$ cat config.mk
export PLATFORM = sky130hd
export DESIGN_NAME = trilin_interp
export DESIGN_NICKNAME = d
export VERILOG_FILES = /design/src/rtl/trilin_pkg.sv /design/src/rtl/trilin_fifo.sv /design/src/rtl/trilin_axis.sv /design/src/rtl/trilin_dp.sv /design/src/rtl/trilin_ctrl.sv /design/src/rtl/trilin_interp.sv
export SDC_FILE = /design/constraint.sdc
export NUM_CORES = 2
export LEC_CHECK = 0
export CORE_MARGIN = 2
export CORE_UTILIZATION = 40
export CTS_CLUSTER_DIAMETER = 40
export CTS_CLUSTER_SIZE = 30
export DETAILED_ROUTE_END_ITERATION = 10
export SETUP_SLACK_MARGIN = 0.5
export SYNTH_ARGS = -nofsm -noshare
export SYNTH_HDL_FRONTEND = slang
export SYNTH_SLANG_ARGS = --single-unit
$ cat constraint.sdc
create_clock -name clk -period 24 [get_ports clk]
set_input_delay 4.8 -clock clk [delete_from_list [all_inputs] [get_ports clk]]
set_output_delay 4.8 -clock clk [all_outputs]
set_load 0.01 [all_outputs]
$ cat src/rtl/trilin_pkg.sv
package trilin_pkg;

  localparam int REQS_PER_VOXEL = 4;

  typedef struct packed {
    logic       load;      // take displacement, push fractions, latch origin
    logic [1:0] reqSel;    // corner pair being requested: bit0 = y+1, bit1 = z+1
    logic       rspTake;   // a response word is present
    logic [1:0] rspSel;    // corner pair the response belongs to
    logic       rspFirst;  // first response of a grid point
    logic       rspLast;   // last response of a grid point
  } strobe_t;

endpackage

$ cat src/rtl/trilin_fifo.sv
module trilin_fifo #(
  parameter int W     = 8,
  parameter int DEPTH = 4
) (
  input  logic         clk,
  input  logic         rstN,
  input  logic         push,
  input  logic [W-1:0] din,
  input  logic         pop,
  output logic [W-1:0] head,
  output logic         full,
  output logic         empty
);
  localparam int PTR_W = $clog2(DEPTH);
  localparam int CNT_W = PTR_W + 1;

  logic [W-1:0]     store [DEPTH];
  logic [PTR_W-1:0] wrPtr, rdPtr;
  logic [CNT_W-1:0] level;

  assign full  = (level == CNT_W'(DEPTH));
  assign empty = (level == '0);
  assign head  = store[rdPtr];

  always_ff @(posedge clk) begin
    if (!rstN) begin
      wrPtr <= '0;
      rdPtr <= '0;
      level <= '0;
    end else begin
      if (push) begin
        store[wrPtr] <= din;
        wrPtr <= (wrPtr == PTR_W'(DEPTH - 1)) ? '0 : wrPtr + 1'b1;
      end
      if (pop) begin
        rdPtr <= (rdPtr == PTR_W'(DEPTH - 1)) ? '0 : rdPtr + 1'b1;
      end
      if (push && !pop) level <= level + 1'b1;
      else if (pop && !push) level <= level - 1'b1;
    end
  end

  p_no_overflow_r9: assert property (@(posedge clk) disable iff (!rstN) push |-> !full)
    else $error("fraction queue pushed while full");
  p_no_underflow_r6: assert property (@(posedge clk) disable iff (!rstN) pop |-> !empty)
    else $error("fraction queue popped while empty");

endmodule

$ cat src/rtl/trilin_axis.sv
module trilin_axis #(
  parameter int DIM    = 16,
  parameter int IDX_W  = 4,
  parameter int DISP_W = 16,
  parameter int FRAC   = 10
) (
  input  logic [IDX_W-1:0]  idx,
  input  logic [DISP_W-1:0] disp,
  output logic [IDX_W-1:0]  base,
  output logic [FRAC:0]     frac
);
  localparam int CW = IDX_W + FRAC + DISP_W + 2;
  localparam logic signed [CW-1:0] LIMIT = CW'(longint'(DIM - 1) << FRAC);

  logic signed [CW-1:0] sample, clamped;
  logic [IDX_W-1:0]     intPart;

  always_comb begin
    sample = $signed({{(CW-IDX_W-FRAC){1'b0}}, idx, {FRAC{1'b0}}})
           - $signed({{(CW-DISP_W){disp[DISP_W-1]}}, disp});
    if (sample < 0)          clamped = '0;
    else if (sample > LIMIT) clamped = LIMIT;
    else                     clamped = sample;
    intPart = IDX_W'(clamped >>> FRAC);
    if (intPart == IDX_W'(DIM - 1)) begin
      base = IDX_W'(DIM - 2);
      frac = {1'b1, {FRAC{1'b0}}};
    end else begin
      base = intPart;
      frac = {1'b0, clamped[FRAC-1:0]};
    end
  end

endmodule

$ cat src/rtl/trilin_dp.sv
module trilin_dp
  import trilin_pkg::*;
#(
  parameter int DIM_X      = 16,
  parameter int DIM_Y      = 16,
  parameter int DIM_Z      = 16,
  parameter int IDX_W      = 4,
  parameter int DISP_W     = 16,
  parameter int FRAC       = 10,
  parameter int VOX_W      = 32,
  parameter int ADDR_W     = 12,
  parameter int FIFO_DEPTH = 16
) (
  input  logic                        clk,
  input  logic                        rstN,
  input  strobe_t                     strb,
  input  logic [2:0][IDX_W-1:0]       gridIdx,
  input  logic [2:0][DISP_W-1:0]      disp,
  input  logic [2*VOX_W-1:0]          rspData,
  output logic                        fifoFull,
  output logic [ADDR_W-1:0]           reqAddr,
  output logic                        outValid,
  output logic [VOX_W-1:0]            outData
);
  localparam int FW     = FRAC + 1;
  localparam int QW     = 3 * FW;
  localparam int YZ_W   = 2 * FRAC + 2;
  localparam int P_W    = 3 * FRAC + 4;
  localparam int PROD_W = VOX_W + FRAC + 2;
  localparam int ACC_W  = VOX_W + FRAC + 6;
  localparam int DIMS [3] = '{DIM_X, DIM_Y, DIM_Z};
  localparam logic [FRAC:0]  ONE  = {1'b1, {FRAC{1'b0}}};
  localparam logic [P_W-1:0] RND3 = P_W'(1) << (2 * FRAC - 1);
  localparam logic signed [ACC_W-1:0] RND1 = ACC_W'(1) <<< (FRAC - 1);

  // ---------------- address side ----------------
  logic [2:0][IDX_W-1:0] baseNew;
  logic [2:0][FRAC:0]    fracNew;
  logic [2:0][IDX_W-1:0] origin;

  for (genvar a = 0; a < 3; a++) begin : g_axis
    trilin_axis #(
      .DIM(DIMS[a]), .IDX_W(IDX_W), .DISP_W(DISP_W), .FRAC(FRAC)
    ) axis_i (
      .idx(gridIdx[a]), .disp(disp[a]), .base(baseNew[a]), .frac(fracNew[a])
    );
  end

  always_ff @(posedge clk) begin
    if (!rstN) origin <= '0;
    else if (strb.load) origin <= baseNew;
  end

  always_comb begin
    logic [ADDR_W-1:0] yA, zA;
    yA = ADDR_W'(origin[1]) + ADDR_W'(strb.reqSel[0]);
    zA = ADDR_W'(origin[2]) + ADDR_W'(strb.reqSel[1]);
    reqAddr = ADDR_W'(origin[0]) + ADDR_W'(DIM_X) * (yA + ADDR_W'(DIM_Y) * zA);
  end

  // ---------------- fraction queue ----------------
  logic [QW-1:0] qHead;
  logic          qEmpty;

  trilin_fifo #(.W(QW), .DEPTH(FIFO_DEPTH)) frac_q_i (
    .clk(clk), .rstN(rstN),
    .push(strb.load), .din({fracNew[2], fracNew[1], fracNew[0]}),
    .pop(strb.rspTake && strb.rspLast),
    .head(qHead), .full(fifoFull), .empty(qEmpty)
  );

  // ---------------- weighted sum side ----------------
  logic [FRAC:0] fx, fy, fz, wy, wz, w0, w1;
  logic [YZ_W-1:0] wyz;
  logic signed [PROD_W-1:0] t0, t1;
  logic signed [ACC_W-1:0]  acc, accNext;

  function automatic logic [FRAC:0] cornerW(input logic [YZ_W-1:0] yz, input logic [FRAC:0] x);
    logic [P_W-1:0] p;
    p = P_W'(yz) * P_W'(x) + RND3;
    return FW'(p >> (2 * FRAC));
  endfunction

  always_comb begin
    fx  = qHead[FW-1:0];
    fy  = qHead[2*FW-1:FW];
    fz  = qHead[3*FW-1:2*FW];
    wy  = strb.rspSel[0] ? fy : ONE - fy;
    wz  = strb.rspSel[1] ? fz : ONE - fz;
    wyz = YZ_W'(wy) * YZ_W'(wz);
    w0  = cornerW(wyz, ONE - fx);
    w1  = cornerW(wyz, fx);
    t0  = $signed(rspData[VOX_W-1:0])       * $signed({1'b0, w0});
    t1  = $signed(rspData[2*VOX_W-1:VOX_W]) * $signed({1'b0, w1});
    accNext = (strb.rspFirst ? '0 : acc) + ACC_W'(t0) + ACC_W'(t1);
  end

  always_ff @(posedge clk) begin
    if (!rstN) begin
      acc      <= '0;
      outValid <= 1'b0;
      outData  <= '0;
    end else begin
      outValid <= strb.rspTake && strb.rspLast;
      if (strb.rspTake) acc <= accNext;
      if (strb.rspTake && strb.rspLast)
        outData <= VOX_W'((accNext + RND1) >>> FRAC);
    end
  end

  p_rsp_has_entry_r6: assert property (@(posedge clk) disable iff (!rstN)
    strb.rspTake |-> !qEmpty)
    else $error("response without pending grid point");
  p_frac_bounded_r7: assert property (@(posedge clk) disable iff (!rstN)
    strb.rspTake |-> (fx <= ONE && fy <= ONE && fz <= ONE))
    else $error("fraction above one");
  p_out_single_r8: assert property (@(posedge clk) disable iff (!rstN)
    outValid |=> !outValid)
    else $error("output valid longer than one cycle");

endmodule

$ cat src/rtl/trilin_ctrl.sv
module trilin_ctrl
  import trilin_pkg::*;
#(
  parameter int DIM_X = 16,
  parameter int DIM_Y = 16,
  parameter int DIM_Z = 16,
  parameter int IDX_W = 4
) (
  input  logic                  clk,
  input  logic                  rstN,
  input  logic                  dispValid,
  output logic                  dispReady,
  input  logic                  fifoFull,
  output logic                  reqValid,
  input  logic                  reqReady,
  input  logic                  rspValid,
  output strobe_t               strb,
  output logic [2:0][IDX_W-1:0] gridIdx
);
  typedef enum logic {ST_IDLE, ST_ISSUE} state_t;

  state_t     st;
  logic [1:0] reqCnt, rspCnt;
  logic       accept;

  always_comb begin
    dispReady     = (st == ST_IDLE) && !fifoFull;
    accept        = dispValid && dispReady;
    reqValid      = (st == ST_ISSUE);
    strb.load     = accept;
    strb.reqSel   = reqCnt;
    strb.rspTake  = rspValid;
    strb.rspSel   = rspCnt;
    strb.rspFirst = (rspCnt == 2'd0);
    strb.rspLast  = (rspCnt == 2'(REQS_PER_VOXEL - 1));
  end

  always_ff @(posedge clk) begin
    if (!rstN) begin
      st      <= ST_IDLE;
      reqCnt  <= '0;
      rspCnt  <= '0;
      gridIdx <= '0;
    end else begin
      if (accept) begin
        st     <= ST_ISSUE;
        reqCnt <= '0;
        if (gridIdx[0] != IDX_W'(DIM_X - 1)) gridIdx[0] <= gridIdx[0] + 1'b1;
        else begin
          gridIdx[0] <= '0;
          if (gridIdx[1] != IDX_W'(DIM_Y - 1)) gridIdx[1] <= gridIdx[1] + 1'b1;
          else begin
            gridIdx[1] <= '0;
            gridIdx[2] <= (gridIdx[2] == IDX_W'(DIM_Z - 1)) ? '0 : gridIdx[2] + 1'b1;
          end
        end
      end else if (st == ST_ISSUE && reqReady) begin
        reqCnt <= reqCnt + 1'b1;
        if (reqCnt == 2'(REQS_PER_VOXEL - 1)) st <= ST_IDLE;
      end
      if (rspValid) rspCnt <= rspCnt + 1'b1;
    end
  end

  p_req_hold_r5: assert property (@(posedge clk) disable iff (!rstN)
    reqValid && !reqReady |=> reqValid && $stable(strb.reqSel))
    else $error("request dropped before acceptance");
  p_accept_starts_issue_r9: assert property (@(posedge clk) disable iff (!rstN)
    dispValid && dispReady |=> reqValid && !dispReady)
    else $error("accept did not start request issue");

endmodule

$ cat src/rtl/trilin_interp.sv
module trilin_interp
  import trilin_pkg::*;
#(
  parameter int DIM_X      = 16,
  parameter int DIM_Y      = 16,
  parameter int DIM_Z      = 16,
  parameter int DISP_W     = 16,
  parameter int FRAC       = 10,
  parameter int VOX_W      = 32,
  parameter int FIFO_DEPTH = 16,
  localparam int ADDR_W    = $clog2(DIM_X * DIM_Y * DIM_Z),
  localparam int MAX_DIM   = (DIM_X > DIM_Y) ? ((DIM_X > DIM_Z) ? DIM_X : DIM_Z)
                                             : ((DIM_Y > DIM_Z) ? DIM_Y : DIM_Z),
  localparam int IDX_W     = $clog2(MAX_DIM)
) (
  input  logic               clk,
  input  logic               rstN,
  input  logic               dispValid,
  output logic               dispReady,
  input  logic [DISP_W-1:0]  dispU1,
  input  logic [DISP_W-1:0]  dispU2,
  input  logic [DISP_W-1:0]  dispU3,
  output logic               reqValid,
  input  logic               reqReady,
  output logic [ADDR_W-1:0]  reqAddr,
  input  logic               rspValid,
  input  logic [2*VOX_W-1:0] rspData,
  output logic               outValid,
  output logic [VOX_W-1:0]   outData
);
  strobe_t               strb;
  logic                  fifoFull;
  logic [2:0][IDX_W-1:0] gridIdx;

  trilin_ctrl #(
    .DIM_X(DIM_X), .DIM_Y(DIM_Y), .DIM_Z(DIM_Z), .IDX_W(IDX_W)
  ) ctrl_i (
    .clk(clk), .rstN(rstN), .dispValid(dispValid), .dispReady(dispReady),
    .fifoFull(fifoFull), .reqValid(reqValid), .reqReady(reqReady),
    .rspValid(rspValid), .strb(strb), .gridIdx(gridIdx)
  );

  trilin_dp #(
    .DIM_X(DIM_X), .DIM_Y(DIM_Y), .DIM_Z(DIM_Z), .IDX_W(IDX_W),
    .DISP_W(DISP_W), .FRAC(FRAC), .VOX_W(VOX_W), .ADDR_W(ADDR_W),
    .FIFO_DEPTH(FIFO_DEPTH)
  ) dp_i (
    .clk(clk), .rstN(rstN), .strb(strb), .gridIdx(gridIdx),
    .disp({dispU3, dispU2, dispU1}), .rspData(rspData),
    .fifoFull(fifoFull), .reqAddr(reqAddr),
    .outValid(outValid), .outData(outData)
  );

endmodule

======== Word level (Yosys, flattened, before mapping) ========
Memories as Yosys holds them, arrays and structs flattened. A register that Yosys moved wholly into a read port is not among the register bits.
Cells that the tools add are included.
operators by class
  reduce and logical (&&, ||, !) cells .... 17
  add/sub/neg operators ................... 24
  multiply operators ...................... 5
  muxes and demuxes ....................... 30
  magnitude comparators ................... 6
  eq/ne operators ......................... 11
  bitwise logic cells ..................... 4
operator list
  operator                  count
  $add A48 B48 Y48          2
  $mul A32 B12 Y44          2
  $mux W14                  6
  $add A31 B20 Y31 const B  2
  $mul A22 B11 Y31          2
  $mux W11                  5
  $gt A17 B15 Y1 const B    3
  $lt A17 B1 Y1 const B     3
  $sub A15 B16 Y17          3
  $mux W48                  1
  $add A42 B11 Y42 const B  1
  $mux W4                   10
  $sub A11 B11 Y11 const A  3
  $eq A4 B4 Y1 const B      6
  $mul A11 B11 Y22          1
  $add A4 B1 Y4 const B     5
  $add A4 B12 Y12           1
  $mux W5                   2
  $add A8 B8 Y8             1
  $ne A4 B4 Y1 const B      2
  $logic_and A1 B1 Y1       6
  $mux W1                   6
  $reduce_bool A2 Y1        3
  $add A4 B1 Y5             1
  12 further kinds          20
word-level totals
  input port bits ......................... 117
  memories ................................ 1
  RAM bits ................................ 528
  word-level logic and storage cells ...... 113
  register bits ........................... 123
memories
  memory               depth  width  read ports  clocked after memory_dff  write ports  RTL line           RTL
  dp_i.frac_q_i.store  16     33     1           1                         1            trilin_fifo.sv:17  logic [W-1:0] store [DEPTH];

======== Longest topological paths before layout ========
  word-level depth ........................ 9
  gate-level depth with buffers ........... 102

======== By module ========
Synthesis repeated with hierarchy kept, for this count alone.
second synthesis, totals
  cells, all modules ...................... 7147
  area, all modules ....................... 73195.2 um2
modules (own cells, without submodules)
  module       area an instance (um2)  seq. area each (um2)  cells each  times used
  trilin_dp    49651.4                 1741.7                5871        1
  trilin_fifo  20681.1                 16195.5               919         1
  trilin_axis  665.6                   0.0                   86          3
  trilin_ctrl  865.8                   340.3                 99          1

======== Least setup slack after synthesis ========
No wires, ideal clock.
  path type ............................... reg-to-reg
  from .................................... reg with a tool-made name
  to ...................................... reg dp_i.outData[27]
  path buffers ............................ 9
  arrival time ............................ 22.000 ns
  stages on the path, launching flop included .. 96
  slack ................................... 1.914 ns
  cell sequence ........................... dfxtp_1 buf_6 buf_12 buf_12 buf_8 buf_2 buf_1 mux4_2 mux2_2 o21ai_0 clkbuf_1 ha_1 nor3b_1 nor2b_1 a21oi_1 xnor2_1 inv_1 nand2_1 [... 60 more ...] a21oi_1 xor2_1 fa_1 inv_1 ha_1 inv_1 o31ai_1 o2111ai_1 a21o_1 a2bb2oi_1 mux2i_1 o211ai_1 nand4_1 nand2b_1 nor4_1 nand4_1 xor2_1 a211oi_1
RTL lines
  what                  RTL line          RTL
  end signal, assigned  trilin_dp.sv:107  outData <= VOX_W'((accNext + RND1) >>> FRAC);
  end, declared         trilin_dp.sv:23   output logic [VOX_W-1:0] outData

==> results.cfg <==
[status]
status = finished, final reports clean

[place]
gp_congestion = 0.925
placed_area_um2 = 76500
io_buffer_count = 163
dpl.hpwl_mm = 143

[yosys]
synthSimpleGateAreaFrac = 0.126
synth_area_leaders = fa_1, edfxtp_1, ha_1, inv_1, nand2_1
async_flop_share = 0
syn-num-nets = 8648
syn_area_um2 = 71700
synth_top_flop_cell = edfxtp_1
ys_seq_area_frac = 0.255
synth-adder-area-share = 0.382
synth-xor-area-share = 0.0381
synthMuxAreaShare = 0.0577
synth_top_area_frac = 0.299
synthDistinctLibCells = 91
synth_edf_count = 528
yosys_warnings = 0
synth_top_family_by_area = adder cells
netlist_instances = 6985
yosys.area.top_type = fa_1
synth_compound_area_frac = 0.0552
synth_seq_cells = 649
avgSynthCellArea_um2 = 10.3

[setup_path]
cp_slowest_cell = xnor3_1
crit_fanout = 20
r2r-end = dp_i.outData[21]$_SDFFE_PN0P_
path_class = reg2reg
setup.worst_path.end_class = flip-flop
worstPathArrival_ns = 22.84
critPathRequiredTime_ns = 24.56
slowest_delay_ns = 0.74
rrSetupSlack_ns = 1.72
cp-start-kind = flip-flop
reg2reg_depth = 80
worst_path_most_repeated_cell = fa_1
endpoint = dp_i.outData[21]$_SDFFE_PN0P_

[drt]
avgRoutedWirePerCell_um = 19.9
drt-met1-wl_mm = 83.6
first_pass_iters = 5
drtAntennaViolNets = 0
routed.top_layer = met5
via_count = 49600
wl_met3_mm = 12.2
wirelength_mm = 189
met2WireLength_mm = 88.6
vias_per_cell = 5.22
drcViolationCount = 0
drtIter0Drc = 3452

[floorplan]
dieWidth_um = 428
ioPinCount = 164
rows = 155
dieHeight_um = 428
coreArea_um2 = 178000
die_area_um2 = 183000
start_util = 0.402

[layout]
final_common_cell = inv_1
regArea_um2 = 18300
final_area_um2 = 79600
drive_gt1_frac = 0.0784
synthToLayoutAreaGrowth_pct = 11.0
layout_common_cells = inv_1, fa_1, nand2_1
postLayoutCoreUtil = 0.446
finalNetCount = 8748
fillers = 16800
multi_input_area_um2 = 47800

[sta]
relSlewSlack = 0.136
rsz0062_at_grt = no
max_freq_mhz = 44.9
post-route-min-period_ns = 22.28
finalSetupViolCount = 0
worst_pin_slew_ns = 1.29
fin_crit_sh = 0.928
hold_violations = 0
drv_slew = 0
fin_setup_tns_ns = 0
fin_skew_ns = 0.0775

[clock_tree]
cts_buffers = 70
path_clk_slew_ns = 0.08
clock_path_buffers = 3
clkLatencyLatePin_ns = 0.70
cts_tree = built
hold_buffers = 0
htreeDepth = 3
cts_root_buf = clkbuf_16
cts.sinks = 649

[global_routing]
grt_pass1_vias = 52500
grt_max_degree = 77
grt-ovfl-total = 0
grt_pass1_wl_mm = 298
antenna_found_initial = 10
gr-usage-all-layers = 0.211

[min_path]
hold_path_class = reg2reg

[flow_run]
maxCapViolations = 0
## how the worst min path moves through the flow
stage,to,depth (start not counted),start
floorplan,dp_i.origin[1]$_SDFFE_PN0P_,2,dp_i.origin[1]$_SDFFE_PN0P_
global placement,dp_i.outData[20]$_SDFFE_PN0P_,2,dp_i.outData[20]$_SDFFE_PN0P_
detailed placement,dp_i.outData[17]$_SDFFE_PN0P_,2,dp_i.outData[17]$_SDFFE_PN0P_
CTS,dp_i.outData[17]$_SDFFE_PN0P_,2,dp_i.outData[17]$_SDFFE_PN0P_
global route,dp_i.outData[17]$_SDFFE_PN0P_,2,dp_i.outData[17]$_SDFFE_PN0P_
finish,dp_i.outData[17]$_SDFFE_PN0P_,2,dp_i.outData[17]$_SDFFE_PN0P_
## metal layers
metal / vias up / global-route usage
li1: 22400 / -
met1: 25500 / 0.295
met2: 1505 / 0.344
met3: 229 / 0.0314
met4: 4 / 0.0516
met5: - / 0
## cell families after synthesis
kind of cell               after synthesis
muxes                                  214
and+or+nand+nor                       2034
xor gates and xnor gates               305
adders and majority gates             1546
buffers and inverters                 1629
AOI/OAI and AO/OA                      608
DFF                                    649
## critical path: cells and delay by family (launching register included)
family | cells | cell delay, ns
fa+ha+maj | 20 | 8.92
simple gates | 20 | 4.58
compound gates | 18 | 4.02
xor+xnor | 5 | 1.58
buf+inv | 15 | 1.39
mux | 2 | 1.16
flops | 1 | 0.47
## sequential cells by signal, indices dropped and copies added (netlist names), named ones only
register	flops
ctrl_i.rspCnt	2
dp_i.outData	32
dp_i.frac_q_i.wrPtr	4
ctrl_i.reqCnt	2
ctrl_i.gridIdx	12
dp_i.frac_q_i.rdPtr	4
dp_i.outValid	1
ctrl_i.reqValid	1
dp_i.frac_q_i.level	5
dp_i.origin	12
dp_i.frac_q_i.store	528
dp_i.acc	42
## per-stage QoR
| step | hold slack [ns] | setup WS, ns | instances |
|---|---|---|---|
| after floorplan | 0.426 | 1.91 | 6985 |
| after global routing | 0.494 | 0.468 | 9499 |
| after global placement | 0.446 | 0.896 | 9350 |
| after CTS | 0.461 | 0.567 | 9480 |
| after detailed placement | 0.452 | 0.432 | 9350 |
| final | 0.456 | 1.72 | 9500 |
## cell type report
type | count | area share
tap | 2355 | 0.0370
clock buffer | 72 | 0.0222
clock inverter | 58 | 0.0102
inverter | 1330 | 0.0627
multi-input combinational | 4707 | 0.601
timing repair buffer | 327 | 0.0373
sequential | 649 | 0.230
antenna | 2 | 0.0000629
## repair_timing
| action | in CTS | in global routing |
|---|---|---|
| setup buffers | 0 | 18 |
| setup endpoints to repair | 11 | 36 |
| gates cloned | 0 | 0 |
| hold endpoints to repair | 0 | 0 |
| gates resized for setup | 1 | 57 |
| pin swaps | 0 | 7 |
## cells in the mapped netlist, types with 18 or more instances
cell      count
nand2_1     925
mux4_2      134
nor2b_1      80
o21ai_0      85
and2_1      198
nand3_1      42
mux4_1       19
nor4_1       18
nand2b_1     57
a21oi_1     203
dfxtp_1     121
ha_1        475
a21o_1       75
a211oi_1     40
edfxtp_1    528
nor2_1      533
a31oi_1      19
nand4_1      30
clkbuf_1    264
xnor2_1     193
mux2i_1      53
or2_2        18
o21bai_1     30
and3_1       21
inv_1      1328
fa_1       1071
o21a_1       21
nor3_1       59
xor2_1      107
Power is left out: the tool's default activity adds up to more than one toggle a clock period on the data nets, which glitch-free logic cannot reach.
